$ cat src/rtl/led_blink_pkg.sv
package led_blink_pkg;

    localparam int LED_COUNT = 4;
    localparam int ADR_W     = $clog2(LED_COUNT);
    localparam int DATA_W    = 32;
    localparam int HALF_W    = 16;
    localparam int HALF_LSB  = DATA_W - HALF_W;

    typedef enum logic [1:0] {
        LED_OFF   = 2'b00,
        LED_ON    = 2'b01,
        LED_BLINK = 2'b10,
        LED_RSVD  = 2'b11
    } led_mode_e;

    typedef struct packed {
        logic [HALF_W-1:0] half;
        led_mode_e         mode;
    } led_cfg_t;

    function automatic led_cfg_t word_to_cfg(input logic [DATA_W-1:0] w);
        led_cfg_t c;
        c.mode = led_mode_e'(w[1:0]);
        c.half = w[DATA_W-1:HALF_LSB];
        return c;
    endfunction

    function automatic logic [DATA_W-1:0] cfg_to_word(input led_cfg_t c);
        logic [DATA_W-1:0] w;
        w = '0;
        w[1:0] = c.mode;
        w[DATA_W-1:HALF_LSB] = c.half;
        return w;
    endfunction

    function automatic logic [HALF_W:0] eff_half(input logic [HALF_W-1:0] h);
        return (h == '0) ? {{HALF_W{1'b0}}, 1'b1} : {1'b0, h};
    endfunction

endpackage

$ cat src/rtl/led_tick_gen.sv
module led_tick_gen #(
    parameter int DIV = 4
) (
    input  logic clk_i,
    input  logic rst_i,
    output logic tick_o
);
    generate
        if (DIV <= 1) begin : g_every
            assign tick_o = 1'b1;
        end else begin : g_count
            localparam int CW = $clog2(DIV);
            localparam logic [CW-1:0] LAST = CW'(DIV - 1);
            logic [CW-1:0] cnt;

            always_ff @(posedge clk_i) begin
                if (rst_i) begin
                    cnt <= '0;
                end else if (cnt == LAST) begin
                    cnt <= '0;
                end else begin
                    cnt <= cnt + 1'b1;
                end
            end

            assign tick_o = (cnt == LAST);
        end
    endgenerate
endmodule

$ cat src/rtl/led_cfg_regs.sv
module led_cfg_regs
    import led_blink_pkg::*;
(
    input  logic                clk_i,
    input  logic                rst_i,
    input  logic [ADR_W-1:0]    adr_i,
    input  logic [DATA_W-1:0]   dat_i,
    input  logic                we_i,
    input  logic                stb_i,
    output logic                ack_o,
    output logic [DATA_W-1:0]   dat_o,
    output led_cfg_t            cfg_o [LED_COUNT],
    output logic [LED_COUNT-1:0] wr_hit_o
);
    logic accept;
    logic unused_bits;

    assign accept      = stb_i & ~ack_o;
    assign unused_bits = ^dat_i[HALF_LSB-1:2];

    always_ff @(posedge clk_i) begin
        if (rst_i) begin
            ack_o <= 1'b0;
            dat_o <= '0;
            for (int i = 0; i < LED_COUNT; i++) begin
                cfg_o[i] <= '0;
            end
        end else begin
            ack_o <= accept;
            dat_o <= (accept && !we_i) ? cfg_to_word(cfg_o[adr_i]) : '0;
            if (accept && we_i) begin
                cfg_o[adr_i] <= word_to_cfg(dat_i);
            end
        end
    end

    generate
        for (genvar g = 0; g < LED_COUNT; g++) begin : g_hit
            assign wr_hit_o[g] = accept & we_i & (adr_i == ADR_W'(g));
        end
    endgenerate
endmodule

$ cat src/rtl/led_blink_lane.sv
module led_blink_lane
    import led_blink_pkg::*;
(
    input  logic     clk_i,
    input  logic     rst_i,
    input  logic     tick_i,
    input  logic     restart_i,
    input  led_cfg_t cfg_i,
    output logic     lit_o
);
    logic [HALF_W:0]   limit;
    logic [HALF_W-1:0] cnt;
    logic              phase;

    assign limit = eff_half(cfg_i.half);

    always_ff @(posedge clk_i) begin
        if (rst_i) begin
            cnt   <= '0;
            phase <= 1'b0;
        end else if (restart_i) begin
            cnt   <= '0;
            phase <= 1'b0;
        end else if (cfg_i.mode == LED_BLINK && tick_i) begin
            if ({1'b0, cnt} + 1'b1 >= limit) begin
                cnt   <= '0;
                phase <= ~phase;
            end else begin
                cnt <= cnt + 1'b1;
            end
        end
    end

    always_comb begin
        unique case (cfg_i.mode)
            LED_ON:    lit_o = 1'b1;
            LED_BLINK: lit_o = phase;
            default:   lit_o = 1'b0;
        endcase
    end
endmodule

$ cat src/rtl/led_blink_client.sv
module led_blink_client
    import led_blink_pkg::*;
#(
    parameter int CLK_FREQ_HZ  = 100_000_000,
    parameter int TICK_FREQ_HZ = 1_000,
    parameter bit ACTIVE_HIGH  = 1'b1
) (
    input  logic                 clk_i,
    input  logic                 rst_i,
    input  logic [ADR_W-1:0]     bus_adr_i,
    input  logic [DATA_W-1:0]    bus_dat_i,
    input  logic                 bus_we_i,
    input  logic                 bus_stb_i,
    output logic                 bus_ack_o,
    output logic [DATA_W-1:0]    bus_dat_o,
    output logic [LED_COUNT-1:0] led_o
);
    localparam int RATIO    = CLK_FREQ_HZ / TICK_FREQ_HZ;
    localparam int TICK_DIV = (RATIO < 1) ? 1 : RATIO;

    logic                 tick;
    led_cfg_t             cfg [LED_COUNT];
    logic [LED_COUNT-1:0] wr_hit;
    logic [LED_COUNT-1:0] lit;

    led_tick_gen #(.DIV(TICK_DIV)) u_tick (
        .clk_i  (clk_i),
        .rst_i  (rst_i),
        .tick_o (tick)
    );

    led_cfg_regs u_regs (
        .clk_i    (clk_i),
        .rst_i    (rst_i),
        .adr_i    (bus_adr_i),
        .dat_i    (bus_dat_i),
        .we_i     (bus_we_i),
        .stb_i    (bus_stb_i),
        .ack_o    (bus_ack_o),
        .dat_o    (bus_dat_o),
        .cfg_o    (cfg),
        .wr_hit_o (wr_hit)
    );

    generate
        for (genvar g = 0; g < LED_COUNT; g++) begin : g_lane
            led_blink_lane u_lane (
                .clk_i     (clk_i),
                .rst_i     (rst_i),
                .tick_i    (tick),
                .restart_i (wr_hit[g]),
                .cfg_i     (cfg[g]),
                .lit_o     (lit[g])
            );
        end

        if (ACTIVE_HIGH) begin : g_pos
            assign led_o = lit;
        end else begin : g_neg
            assign led_o = ~lit;
        end
    endgenerate
endmodule

$ cat config.mk
export PLATFORM = sky130hd
export DESIGN_NAME = led_blink_client
export DESIGN_NICKNAME = d
export VERILOG_FILES = /design/src/rtl/led_blink_pkg.sv /design/src/rtl/led_tick_gen.sv /design/src/rtl/led_cfg_regs.sv /design/src/rtl/led_blink_lane.sv /design/src/rtl/led_blink_client.sv
export SDC_FILE = /design/constraint.sdc
export NUM_CORES = 1
export LEC_CHECK = 0
export ABC_CLOCK_PERIOD_IN_PS = 3500
export BUFFER_PORTS_ARGS = -buffer_cell sky130_fd_sc_hd__buf_2
export CAP_MARGIN = 20
export CORE_MARGIN = 3
export CORE_UTILIZATION = 55
export CTS_BUF_LIST = sky130_fd_sc_hd__clkbuf_16
export CTS_CLUSTER_DIAMETER = 50
export DETAILED_ROUTE_END_ITERATION = 12
export GPL_TIMING_DRIVEN = 1
export PLACE_DENSITY = 0.83
export SYNTH_ARGS = -nofsm -noshare
export SYNTH_HDL_FRONTEND = slang
export SYNTH_SLANG_ARGS = --single-unit
export TNS_END_PERCENT = 50
$ cat constraint.sdc
create_clock -name clk_i -period 3.5 [get_ports clk_i]
set_input_delay 0.7 -clock clk_i [delete_from_list [all_inputs] [get_ports clk_i]]
set_output_delay 0.7 -clock clk_i [all_outputs]
set_load 0.01 [all_outputs]
# [After elaboration in Yosys (flattened, before gate mapping)]
# Index checks and enable logic that the tools add are counted.
[classes] add_sub_neg=9 n_lt_le_gt_ge=6 n_eq_ne=12 mux=18 n_bitwise=13 n_reduce_logical=23
[op_table] cell="2-to-1 mux 16 bit" n=8
[op_table] cell="bitwise mux 72 bit" n=1
[op_table] cell="adder 16 x 1 -> 17 bit (second input constant)" n=4
[op_table] cell="greater-or-equal comparator 17 bit" n=4
[op_table] cell="adder 16 x 1 -> 16 bit (second input constant)" n=4
[op_table] cell="zero test 16 bit" n=4
[op_table] cell="2-to-1 mux 18 bit" n=3
[op_table] cell="binary-select mux 18 bit (select 2 bit)" n=1
[op_table] cell="demux 18 bit (select 2 bit)" n=1
[op_table] cell="adder 17 x 1 -> 17 bit (second input constant)" n=1
[op_table] cell="equality test 17 bit (second input constant)" n=1
[op_table] cell="equality test 2 bit (second input constant)" n=6
[op_table] cell="OR reduction 2 bit" n=6
[op_table] cell="equality test 2 x 1 -> 1 bit (second input constant)" n=5
[op_table] cell="case mux 1 bit (2 select lines)" n=4
[op_table] cell="AND reduction 2 bit" n=4
[op_table] cell="logical AND 1 bit" n=7
[op_table] cell="AND 1 bit" n=6
[op_table] cell="inverter 1 bit" n=6
[op_table] cell="greater-or-equal comparator 3 bit (second input constant)" n=1
[op_table] cell="less-than comparator 3 x 1 -> 1 bit (second input constant)" n=1
[op_table] cell="inverter 2 -> 3 bit" n=1
[op_table] cell="zero test 2 bit" n=1
[op_table] cell="zero test 1 bit" n=1
[word_totals] register_bits=190 inputBits=38 out_inout_bits=37 elab_cells=101

# [Depth between registers and ports, before layout]
[depth] ltp_word=6 ltp_mapped=14 mapped_depth_nobuf=13

# [Modules after synthesis]
# Synthesis repeated with hierarchy kept, for this count alone.
[unflattened] cells_unflattened=1223 area_unflattened_um2=10886.7
[modules_own_cells] module="led_blink_lane at g_lane[0].u_lane ..." instances=3 cells_per_inst=197 area_per_inst_um2=1551.5 seq_area_each_um2=340.3
[modules_own_cells] module="led_cfg_regs" instances=1 cells_per_inst=341 area_per_inst_um2=3940.0 seq_area_each_um2=1821.7
[modules_own_cells] module="led_blink_lane at g_lane[3].u_lane" instances=1 cells_per_inst=203 area_per_inst_um2=1495.2 seq_area_each_um2=340.3
[modules_own_cells] module="led_tick_gen" instances=1 cells_per_inst=88 area_per_inst_um2=797.0 seq_area_each_um2=340.3

# [Least setup slack after synthesis]
# OpenSTA, ideal clock, no wires.
[synth_timing] path_kind="register to register" startpoint="register g_lane[2].u_lane.cnt[0]" endpoint="register g_lane[2].u_lane.cnt[6]" setup_ns=0.074 t_arrival_ns=3.075 t_required_ns=3.426 setup_slack_ns=0.350 path_stages_with_launch=14 period_less_slack_ns=3.150 cell_sequence="dfxtp_1 -> ha_1 -> nand3_1 -> nor3_1 -> nand3_1 -> xnor2_1 -> ha_1 -> a41oi_1 -> o41ai_1 -> a21o_1 -> nor2_1 -> buf_6 -> nand3_1 -> a31oi_1"
[synth_via] elab_chain_len=3
[synth_lines] element="from (decl)" line_no="led_blink_lane.sv:12" source="logic [HALF_W-1:0] cnt;"
[synth_lines] element="from (signal assigned)" line_no="led_blink_lane.sv:29" source="cnt <= cnt + 1'b1;"
[synth_lines] element="adder 16 x 1 -> 17 bit" line_no="led_blink_lane.sv:25" source="if ({1'b0, cnt} + 1'b1 >= limit) begin"
[synth_lines] element="greater-or-equal comparator 17 bit" line_no="led_blink_lane.sv:25"
[synth_lines] element="2-to-1 mux 16 bit (*)" line_no="led_blink_lane.sv:25"
# Every way passes the cells marked *; elsewhere a longest branch is shown, timed or not.
# A chain may end at the register's enable or synchronous reset.

# [Final worst setup path]
[layout_timing] startpoint="register g_lane[3].u_lane.cnt[0]" endpoint="register g_lane[3].u_lane.cnt[8]"
[layout_via] elab_chain_len=3
[layout_lines] element="from (decl)" line_no="led_blink_lane.sv:12"
[layout_lines] element="from (signal assigned)" line_no="led_blink_lane.sv:29"
[layout_lines] element="adder 16 x 1 -> 17 bit" line_no="led_blink_lane.sv:25"
[layout_lines] element="greater-or-equal comparator 17 bit" line_no="led_blink_lane.sv:25"
[layout_lines] element="2-to-1 mux 16 bit (*)" line_no="led_blink_lane.sv:25"
# Marked as above.

==> results.txt <==
Status: finished clean
Syn Inst Count: 1303
Antenna cells: 0
Largest net degree at the start of global routing: 50
Setup TNS: 0 ns
Slew Limit Fails: 0
Clock power share: 43.6%
Final Skew: 0.0103 ns
Setup WS pre-CTS: 0.0918 ns
Critical Path Fanout Max: 6
Hold_ws: 0.458 ns
Worst Path Required: 3.88 ns
DRT Pass-1 Iters: 5
FFs w/ async S/R, synth: 0%
Reg power frac: 48.5%
Num rows: 49
Critical path class: reg2reg
Via count: 9582
Slew @ Worst Pin: 0.947 ns
FMAX: 0.301 GHz
Max Cap Violations: 0
Worst skew pair latency: 0.44 ns
First-pass GRT wire length: 44200 um
Sink Count: 176
All-Layer GR Usage: 26.8%
Post-DP HPWL: 19500 um
RSZ-0062 raised after global routing: no
Clock period minus final worst setup slack: 3.32 ns
Static Leak: 4.44 nW
Sequential fraction of the synthesis area: 34.0%
Grt total ovfl: 0
DIE AREA: 0.0205 sq mm
Final hold violation count: 0
Starting DRT DRC Count: 1094
Area grow syn2layout: 9.69%
Initial antenna violation count: 0
Top-area cell type share of the netlist area: 34.0%
Post-synth EDFFs: 0
Overall routed net length: 27200 um
Psw: 0.00105 W
Setup ws final: 0.176 ns
Flip-flop and latch area: 0.00353 sq mm
Initial Util: 56.9%
Final ANT Viol Nets: 0
Count leader, synth: nand2_1
Fill count: 1514
P_int: 0.00317 W
Post-layout nets: 1450
Hold_buf cts: 0
Vias per std cell: 6.08
Horiz. Die Dim: 143 um
Gpl congestion: 0.903
Main synth FF type: dfxtp_1
Tcrit/Tclk final: 95.0%
PortBufs: 46
Avg Inst Size Synth: 7.95 sq um
Final total power: 0.00423 W
FF+latch count, synth: 176
CTS tree: done
Synth cell types: 64
Crit start category: flop
Mapped Area: 0.0104 sq mm
Worst-case clock buffer depth: 2
Layout cells sized above 1: 11.6%
Multi-input logic area: 0.00619 sq mm
Yosys top cell by area: dfxtp_1
H-tree levels: 4
Largest cells by area after synthesis: dfxtp_1 (34%), nand2_1 (9.4%), ha_1 (9.3%), a21oi_1 (6.2%), mux4_2 (3.9%)
Die height: 143 um
Top cells by count, synth: nand2_1 (260), dfxtp_1 (176), a21oi_1 (129)
Vias in the first global route: 8947
DRC: 0
Rel. slew slack: 36.7%
Num CTS Buffers: 17
Tightest Hold Check Type: reg2reg
Yosys warnings: 0
Power density cells: 372 mW/mm^2
I/O pin count: 75
Combinational share of power: 7.9%
Clock input transition at the sequential cells of the worst setup and hold paths: 0.06 ns
Peak supply drop: 0.000404 V
CTS root buffer: clkbuf_16
Critical Path Sink Type: flop
Core Area: 0.0182 sq mm
WP data arrival: 3.70 ns
Final setup fails: 0
Drt wl/cell: 17.3 um
Sw Share: 24.9%
-- logic make-up after synthesis --
logic type / Yosys count / synth area share (%)
and+or+nand+nor: 584 / 27.5
AOI/OAI and AO/OA: 229 / 13.2
DFF: 176 / 34.0
buffers and inverters: 160 / 7.09
adders and majority gates: 77 / 9.31
xor gates and xnor gates: 57 / 4.82
muxes: 19 / 4.01
other: 1 / 0.0362
-- area by class of cell --
type | instances | area share [%]
Inverter | 80 | 2.64
Clock inverter | 14 | 1.13
Sequential cell | 176 | 31.0
Clock buffer | 17 | 3.75
Multi-Input combinational cell | 980 | 54.5
Timing Repair Buffer | 80 | 4.42
Tap cell | 229 | 2.52
-- final timing paths --
check	startpoint	endpoint	slack (ns)	cells past startpoint
worst min register to register	u_tick.g_count.cnt[0]$_SDFF_PP0_	u_tick.g_count.cnt[0]$_SDFF_PP0_	0.46	1
worst min-delay path	u_tick.g_count.cnt[0]$_SDFF_PP0_	u_tick.g_count.cnt[0]$_SDFF_PP0_	0.46	1
worst max-delay path	g_lane[3].u_lane.cnt[0]$_SDFFE_PP0P_	g_lane[3].u_lane.cnt[8]$_SDFFE_PP0P_	0.18	13
worst max register to register	g_lane[3].u_lane.cnt[0]$_SDFFE_PP0P_	g_lane[3].u_lane.cnt[8]$_SDFFE_PP0P_	0.18	13
-- metal layers --
metal | GRT usage [%] | vias up | wire (um)
li1 | - | 4553 | -
met1 | 35.4 | 4476 | 11100
met2 | 43.2 | 481 | 12700
met3 | 6.26 | 72 | 2750
met4 | 9.35 | 0 | 752
met5 | 0 | - | 0
-- repair_timing --
| action | CTS | global route |
|---|---|---|
| setup buffers | 0 | 1 |
| resized for setup | 0 | 10 |
| endpoints found under the setup margin | 0 | 17 |
-- layout by cell type (no fill, tap or decap), types with 17 or more instances in the layout --
cell type  synthesis  routed
mux4_2            18      18
dfxtp_1          176     174
xnor2_1           33      33
xor2_1            24      24
a21oi_1          129     129
ha_1              77      77
buf_4             19      32
nand3_1           59      59
nor2_1            66      66
nor4_1            25      24
clkbuf_16          0      17
and3_1            22      22
nand2_1          260     260
nor2b_1           29      29
inv_1             80      83
nand4_1           30      30
o21ai_0           29      29
buf_2             19      46
-- worst max-delay path, stage by stage, from the launching register on --
cell	delay (ns)
dfxtp_1	0.42
ha_1	0.27
nand4_1	0.13
nor2_1	0.17
nand3_1	0.12
and2_1	0.19
or2_2	0.31
ha_1	0.33
and2_1	0.20
a2111o_1	0.43
o21ai_2	0.19
buf_4	0.18
and2_1	0.17
a22o_1	0.15
-- power groups by stage --
| stage | Sequential (W) | Clock, W | Combinational [W] |
|---|---|---|---|
| final | 0.00205 | 0.00184 | 0.000335 |
| after global placement | 0.00209 | 0 | 0.000309 |
| after global routing | 0.00205 | 0.00193 | 0.000364 |
| after detailed placement | 0.00209 | 0 | 0.000317 |
| after CTS | 0.00205 | 0.00185 | 0.000320 |
| after floorplan | 0.00208 | 0 | 0.000225 |
-- state kept, by name (all words and copies together), names as in the netlist --
name,count
g_lane.u_lane.phase,4
u_regs.cfg_o,72
u_tick.g_count.cnt,17
u_regs.ack_o,1
u_regs.dat_o,18
g_lane.u_lane.cnt,64
-- metrics by stage --
stage	instance area, sq um	utilization (%)	cells
after global routing	11400	62.4	1576
after detailed placement	10700	59.0	1543
final	11400	62.4	1576
after CTS	11300	62.0	1574
after global placement	10700	59.0	1543
after floorplan	10400	-	1316
Power figures use the tool's default switching activity.
